**src/rtl/fbg_pkg.sv**
```systemverilog
package fbg_pkg;
  localparam int BYTE_W = 8;
  localparam int FRAC_W = BYTE_W / 2;
  localparam int DIV_W  = 2 * BYTE_W;

  typedef logic [BYTE_W-1:0] byte_t;
  typedef logic [FRAC_W-1:0] frac_t;
  typedef logic [DIV_W-1:0]  div_t;

  // Clamped configuration handed from the register stage to the timers.
  typedef struct packed {
    div_t  div;
    frac_t add;
    frac_t mul;
  } rate_cfg_t;
endpackage

```
**src/rtl/fbg_regs.sv**
```systemverilog
module fbg_regs
  import fbg_pkg::*;
(
  input  logic      clk,
  input  logic      rst_n,
  input  logic      dlab,
  input  logic      wr_lo,
  input  logic      wr_hi,
  input  logic      wr_frac,
  input  byte_t     wdata,
  output rate_cfg_t cfg,
  output logic      restart
);
  byte_t lo_q, hi_q;
  frac_t add_q, mul_q;

  always_ff @(posedge clk) begin
    if (!rst_n) begin
      lo_q  <= byte_t'(1);
      hi_q  <= '0;
      add_q <= '0;
      mul_q <= frac_t'(1);
    end else begin
      if (wr_lo && dlab) lo_q <= wdata;
      if (wr_hi && dlab) hi_q <= wdata;
      if (wr_frac) begin
        add_q <= wdata[FRAC_W-1:0];
        mul_q <= wdata[2*FRAC_W-1:FRAC_W];
      end
    end
  end

  frac_t mul_e, add_e;
  div_t  div_e;

  always_comb begin
    mul_e = (mul_q == '0) ? frac_t'(1) : mul_q;
    add_e = (add_q >= mul_e) ? (mul_e - frac_t'(1)) : add_q;
    div_e = {hi_q, lo_q};
    if (add_e != '0 && hi_q == '0 && lo_q < byte_t'(2))
      div_e = div_t'(2);
    else if (div_e == '0)
      div_e = div_t'(1);
  end

  assign cfg     = '{div: div_e, add: add_e, mul: mul_e};
  assign restart = dlab && (wr_lo || wr_hi);
endmodule

```
**src/rtl/fbg_div_cnt.sv**
```systemverilog
module fbg_div_cnt
  import fbg_pkg::*;
(
  input  logic clk,
  input  logic rst_n,
  input  logic restart,
  input  div_t div,
  output logic wrap
);
  div_t cnt_q;

  // ">=" keeps the counter from running away if the divisor shrinks mid-count.
  assign wrap = (cnt_q >= div - div_t'(1));

  always_ff @(posedge clk) begin
    if (!rst_n)              cnt_q <= '0;
    else if (restart || wrap) cnt_q <= '0;
    else                     cnt_q <= cnt_q + div_t'(1);
  end
endmodule

```
**src/rtl/fbg_frac_seq.sv**
```systemverilog
module fbg_frac_seq
  import fbg_pkg::*;
(
  input  logic  clk,
  input  logic  rst_n,
  input  logic  restart,
  input  logic  wrap,
  input  frac_t add,
  input  frac_t mul,
  output logic  tick
);
  frac_t           acc_q;
  logic            hold_q;
  logic            tick_q;
  logic [FRAC_W:0] sum;

  assign sum = {1'b0, acc_q} + {1'b0, add};

  always_ff @(posedge clk) begin
    if (!rst_n || restart) begin
      acc_q  <= '0;
      hold_q <= 1'b0;
      tick_q <= 1'b0;
    end else begin
      tick_q <= 1'b0;
      if (wrap) begin
        if (hold_q) begin
          hold_q <= 1'b0;
          tick_q <= 1'b1;
        end else if (sum >= {1'b0, mul}) begin
          acc_q  <= FRAC_W'(sum - {1'b0, mul});
          hold_q <= 1'b1;
        end else begin
          acc_q  <= sum[FRAC_W-1:0];
          tick_q <= 1'b1;
        end
      end
    end
  end

  assign tick = tick_q;
endmodule

```
**src/rtl/frac_baud_gen.sv**
```systemverilog
module frac_baud_gen
  import fbg_pkg::*;
(
  input  logic              clk,
  input  logic              rst_n,
  input  logic              dlab_i,
  input  logic              wr_div_lo_i,
  input  logic              wr_div_hi_i,
  input  logic              wr_frac_i,
  input  logic [BYTE_W-1:0] wdata_i,
  output logic              tick_o
);
  rate_cfg_t cfg;
  logic      restart;
  logic      wrap;

  fbg_regs u_regs (
    .clk(clk), .rst_n(rst_n), .dlab(dlab_i),
    .wr_lo(wr_div_lo_i), .wr_hi(wr_div_hi_i), .wr_frac(wr_frac_i),
    .wdata(wdata_i), .cfg(cfg), .restart(restart)
  );

  fbg_div_cnt u_cnt (
    .clk(clk), .rst_n(rst_n), .restart(restart), .div(cfg.div), .wrap(wrap)
  );

  fbg_frac_seq u_seq (
    .clk(clk), .rst_n(rst_n), .restart(restart), .wrap(wrap),
    .add(cfg.add), .mul(cfg.mul), .tick(tick_o)
  );
endmodule

```
**config.mk**
```make
export PLATFORM = sky130hd
export DESIGN_NAME = frac_baud_gen
export DESIGN_NICKNAME = d
export VERILOG_FILES = /design/src/rtl/fbg_pkg.sv /design/src/rtl/fbg_regs.sv /design/src/rtl/fbg_div_cnt.sv /design/src/rtl/fbg_frac_seq.sv /design/src/rtl/frac_baud_gen.sv
export SDC_FILE = /design/constraint.sdc
export NUM_CORES = 1
export LEC_CHECK = 0
export BUFFER_PORTS_ARGS = -buffer_cell sky130_fd_sc_hd__buf_2
export CORE_ASPECT_RATIO = 0.5
export CORE_MARGIN = 3
export CORE_UTILIZATION = 55
export CTS_CLUSTER_SIZE = 16
export DETAILED_ROUTE_END_ITERATION = 10
export GPL_TIMING_DRIVEN = 0
export PLACE_DENSITY = 0.81
export SYNTH_ARGS = -nofsm -noshare
export SYNTH_HDL_FRONTEND = slang
export SYNTH_SLANG_ARGS = --single-unit
```
**constraint.sdc**
```tcl
create_clock -name clk -period 4.45 [get_ports clk]
set_input_delay 0.6675 -clock clk [delete_from_list [all_inputs] [get_ports clk]]
set_output_delay 0.6675 -clock clk [all_outputs]
set_load 0.01 [all_outputs]
```
* Word-level counts from Yosys, hierarchy flattened
Cells that the tools add are included.
Operators by class: add/subtract/negate cells 5, order comparisons 4, mux-type cells 9, bitwise operators 3, reductions and logical operators 16
Operators by type and width (count):
- two-way mux 16 bit | 2
- adder 16 x 1 -> 16 bit (second input constant) | 1
- >= comparator 16 bit | 1
- logical NOT 16 bit | 1
- subtractor 16 x 1 -> 16 bit (second input constant) | 1
- two-way mux 4 bit | 3
- logical NOT 8 bit | 1
- < comparator 8 x 2 -> 1 bit (second input constant) | 1
- adder 4 x 4 -> 5 bit | 1
- >= comparator 5 x 4 -> 1 bit | 1
- logical AND 1 bit | 5
- >= comparator 4 bit | 1
- logical NOT 4 bit | 1
- two-way mux 1 bit | 4
- nonzero test 4 bit | 1
- OR reduction 2 bit | 2
- subtractor 4 x 1 -> 4 bit (second input constant) | 1
- subtractor 4 bit | 1
- logical OR 1 bit | 3
- inverter 1 bit | 3
- AND reduction 2 bit | 1
- logical NOT 1 bit | 1
Storage, ports and cells: register bits after elaboration 46, output and inout port bits 1

* Logic depth before layout (Yosys ltp)
depth in word-level cells 12, depth in mapped cells 23, mapped depth without buffers 21

* Cells and area by module
From an unflattened synthesis, not the netlist that was laid out.
Unflattened totals: cells, all modules 376, area total of the unflattened synthesis 3155.5 µm²
Modules (own cells, without submodules):
- fbg_div_cnt | times used 1, cells an instance 150, area an instance 1297.5 µm²
- fbg_regs | times used 1, cells an instance 160, area an instance 1281.2 µm²
- fbg_frac_seq | times used 1, cells an instance 66, area an instance 576.8 µm²

* Worst setup path after synthesis
OpenSTA, ideal clock, no wires.
kind flip-flop to flip-flop, start register u_regs.mul_q[2], end register u_seq.acc_q[3], arrival 4672 ps, data required time 4380 ps, path slack -292 ps, stages on the path, launching flop included 22, path buffers 0, period minus slack after synthesis 4742 ps, cells stage by stage dfxtp_1 > inv_1 > a31oi_1 > inv_1 > ha_1 > nand2b_1 > a21oi_1 > o21ai_1 > nor2_1 > a41oi_1 > a41o_1 > ha_1 > nand2_1 > nor4_1 > xnor2_1 > ha_1 > o2111ai_1 > a311oi_1 > nor2_1 > a211oi_1 > or4b_2 > a21oi_1
Between the ends: cells in the longest elaborated chain, start to end 11
RTL lines:
- start: declaration | line fbg_regs.sv:15 | frac_t add_q, mul_q;
- start signal: assignment | line fbg_regs.sv:22 | mul_q <= frac_t'(1);
- start signal: assignment | line fbg_regs.sv:28 | mul_q <= wdata[2*FRAC_W-1:FRAC_W];
- logical NOT 4 bit | line fbg_regs.sv:37 | mul_e = (mul_q == '0) ? frac_t'(1) : mul_q;
- two-way mux 4 bit (*) | line fbg_regs.sv:37
- subtractor 4 x 1 -> 4 bit or >= comparator 4 bit (tied branches) | line fbg_regs.sv:38 | add_e = (add_q >= mul_e) ? (mul_e - frac_t'(1)) : add_q;
- two-way mux 4 bit | line fbg_regs.sv:38
- nonzero test 4 bit | line fbg_regs.sv:40 | if (add_e != '0 && hi_q == '0 && lo_q < byte_t'(2))
- logical AND 1 bit (2 in a row) | line fbg_regs.sv:40
- two-way mux 16 bit | line fbg_regs.sv:40
- subtractor 16 x 1 -> 16 bit | line fbg_div_cnt.sv:13 | assign wrap = (cnt_q >= div - div_t'(1));
- >= comparator 16 bit | line fbg_div_cnt.sv:13
- AND reduction 2 bit (no source line)
- end signal: assignment | line fbg_frac_seq.sv:31 | acc_q <= FRAC_W'(sum - {1'b0, mul});
- end signal: assignment | line fbg_frac_seq.sv:34 | acc_q <= sum[FRAC_W-1:0];
- end: declaration | line fbg_frac_seq.sv:12 | frac_t acc_q;
Every way passes the cells marked *; elsewhere a longest branch is shown, timed or not. A chain may end at the register's enable or synchronous reset.

* Worst setup path after layout
start register u_regs.lo_q[7], end register u_seq.acc_q[3]
Between the ends: cells in the longest elaborated chain, start to end 6
RTL lines:
- start: declaration | line fbg_regs.sv:14 | byte_t lo_q, hi_q;
- start signal: assignment | line fbg_regs.sv:19 | lo_q <= byte_t'(1);
- start signal: assignment | line fbg_regs.sv:24 | if (wr_lo && dlab) lo_q <= wdata;
- < comparator 8 x 2 -> 1 bit or logical NOT 16 bit (tied branches) | line fbg_regs.sv:40, fbg_regs.sv:42
- logical AND 1 bit or two-way mux 16 bit (tied branches) | line fbg_regs.sv:40, fbg_regs.sv:42
- two-way mux 16 bit (*) | line fbg_regs.sv:40
- subtractor 16 x 1 -> 16 bit (*) | line fbg_div_cnt.sv:13
- >= comparator 16 bit (*) | line fbg_div_cnt.sv:13
- AND reduction 2 bit (no source line) (*)
Marks and branches as above.

==> impl_results.md <==
- Met3 Wirelength: around 320 um
- Die Y: between 50 and 60 um
- Final core occ: between 60 and 70%
- Final HPWL DP: approximately 5000 um
- TNS Setup: 0 ns
- Vias in the first global route: about 2400
- Power Dens Cells: ~320 mW/mm2
- Hold buffers post-CTS: 0
- Max layer used: met4
- CTS max path bufs: 2
- Clock transition at the registers of the reported paths: ~0.090 ns
- H-tree depth: 2
- Final setup violation count: 0
- Post-placement cell count: around 420
- Dpl ws: -0.645 ns
- Ant. Diodes: 0
- Metal2 WL: around 3400 um
- GR Util All Layers: a little under a quarter
- Max Cap Viol: 0
- Fmax: between 200 and 250 MHz
- Cts bufs inserted: 5
- DR iter-0 viols: 123
- GPL Wtd Cong: 0.845
- Final Max Slew Viols: 0
- Vias per cell: just under 6
- Largest cells by area after synthesis: dfxtp_1, ha_1, mux2i_1, nand2_1, xnor2_1
- Nets: 423
- Layout cells sized above 1: between 10% and 20%
- Design area: 0.00343 mm2
- Final WS setup: between 0.006 and 0.007 ns
- DP Area: about 0.003 mm2
- Headroom to the max-slew limit: between 30 and 40%
- Count leader, synth: dfxtp_1
- Non-filler cells, final: around 450
- Clk_skew: between 0.004 and 0.005 ns
- Worst EP required: 4.69 ns
- Core Box Area: 0.00502 mm2
- Grt ovf: 0
- Sequential cell area fraction in the yosys report: a little under a third
- Initial Utilization: between 50% and 60%
- Synth warn: 0
- Final min period: 4.44 ns
- CP startpoint kind: register
- WS Path Type: register to register
- RSZ-0062 raised after global routing: true
- First-pass GRT wire length: around 11000 um
- Post-Syn Area per Cell: between 8 and 9 um2
- Seq cells post-synth: between 40 and 50
- Post-Syn Instances: ~340
- Router iterations before antenna repair: 4
- Most frequent cells after synthesis: dfxtp_1, nand2_1, ha_1, nor2_1, nand3_1
- Post-synth EDFFs: 0
- Measured slew at the worst slew-check pin: between 0.8 and 0.9 ns
- Syn Nets: 388
- Async set-reset flop share out of synthesis: 0%
- Synth top area share: roughly a third
- Detailed Route WL: between 6000 and 7000 um
- Antenna violations before repair: 0
- Critical Path Sink Type: register
- Die area: approximately 0.0062 mm2
- Critical-path maximum fanout: 4
- FP Rows: 18
- Clk sinks: 46
- CTS tree: built
- Met1 wire length: 3060 um
- Min-delay worst type: register to register
- Synth area leader: dfxtp_1
- DRC Markers: 0
- P_leak: around 1.4 nW
- Yosys cell types: 45
- Most common flop cell mapped by yosys: dfxtp_1
- Syn-to-layout area delta: 18.0%
- Crit path DAT: approximately 4.7 ns
- Tcrit/Tclk final: 99.9%
- Skew-Pair Late Insertion Delay: 0.30 ns
- Antenna viol nets, final: 0
- Port Buffers: 10
- Detailed-route via count: around 2600
- Routed wire per std cell: ~16 um
- Outcome: finished clean
- Clock root buffer: clkbuf_8
- Final hold vios: 0
- # IOs: 15
- Largest net degree at the start of global routing: 14
- Die W: 109 um
- Maximum vdd drop: 0.201 mV
- Fillers: between 300 and 400
- Netlist Area Pre-Place: 0.00291 mm2
-- worst max-delay path, stage by stage (launching register included) --
cell and delay, ns:
dfxtp_4 0.36, or4_4 0.51, or3_4 0.35, or3_4 0.36
nor3_4 0.21, a31oi_1 0.12, a41o_1 0.28, ha_4 0.19
nand2_4 0.08, nor4_4 0.04, xnor2_1 0.14, ha_1 0.37
o2111ai_2 0.16, a311oi_2 0.26, nor2_2 0.11, a211oi_4 0.21
or4b_4 0.49, a21oi_2 0.13
-- power breakdown --
part	switching, W	internal, W
logic	0.000208	0.000189
clock network	0.000139	0.000108
registers	0.0000190	0.000427
-- layer usage --
metal  vias up  GRT usage (%)
li1       1275              -
met2        78           38.7
met3        19           4.29
met5         -              0
met1      1215           28.7
met4         0           7.55
-- state kept, by name (all words and copies together) (netlist names) --
signal        cells
u_regs.mul_q      4
u_regs.add_q      4
u_seq.acc_q       4
u_cnt.cnt_q      16
u_seq.tick        1
u_seq.hold_q      1
u_regs.lo_q       8
u_regs.hi_q       8
-- final timing paths --
kind,startpoint,to,slack [ns],cells after the start
max,u_regs.lo_q[7]$_SDFFE_PN0P_,u_seq.acc_q[3]$_SDFFE_PP0P_,0.006,17
min,u_cnt.cnt_q[0]$_SDFF_PP0_,u_cnt.cnt_q[0]$_SDFF_PP0_,0.48,1
max reg2reg,u_regs.lo_q[7]$_SDFFE_PN0P_,u_seq.acc_q[3]$_SDFFE_PP0P_,0.006,17
min reg2reg,u_cnt.cnt_q[0]$_SDFF_PP0_,u_cnt.cnt_q[0]$_SDFF_PP0_,0.48,1
-- timing repair --
| item | 4_1_cts | 5_1_grt |
|---|---|---|
| pin swaps | 5 | 9 |
| endpoints found under the hold margin | 0 | 0 |
| setup buffers | 8 | 11 |
| resized for setup | 12 | 23 |
| setup endpoints to repair | 22 | 22 |
-- final cells by class --
class	instances	area, um2	area share (%)
clock buffers	6	72.6	2.12
repair buffers	29	196	5.73
multi-input cells	269	2030	59.2
inverters	17	63.8	1.86
well taps	70	87.6	2.55
flip-flops and latches	46	932	27.2
clock inverters	1	7.51	0.219
plain buffers	8	37.5	1.09
-- per-stage QoR --
step,hold slack (ns),total power [W]
6_report,0.478,0.00109
5_1_grt,0.516,0.00115
4_1_cts,0.475,0.00105
3_5_place_dp,0.452,0.000767
3_3_place_gp,0.444,0.000743
2_1_floorplan,0.430,0.000695
-- cell usage in the layout, fill, tap and decap left out, types with 4 or more instances in the layout --
master and count:
dfxtp_1 41, inv_1 15, a21oi_1 10, xnor2_1 15, buf_4 18, nand2_1 38
buf_2 10, nor3_1 7, nor2b_1 9, nand3_1 23, a21boi_0 16, nand4_1 4
ha_1 30, xor2_1 13, mux2i_1 15, clkbuf_1 7, clkbuf_8 5, nor2_1 29
-- cell families after synthesis --
| group | Yosys count | share of synthesized area (%) |
|---|---|---|
| AO/OA/AOI/OAI | 54 | 12.5 |
| XOR/XNOR | 29 | 8.74 |
| adder cells (fa/ha/maj) | 33 | 14.7 |
| buffers and inverters | 26 | 3.36 |
| flip-flops | 46 | 31.7 |
| multiplexers | 16 | 5.55 |
| AND/OR/NAND/NOR | 137 | 23.4 |
Power figures use the tool's default switching activity.
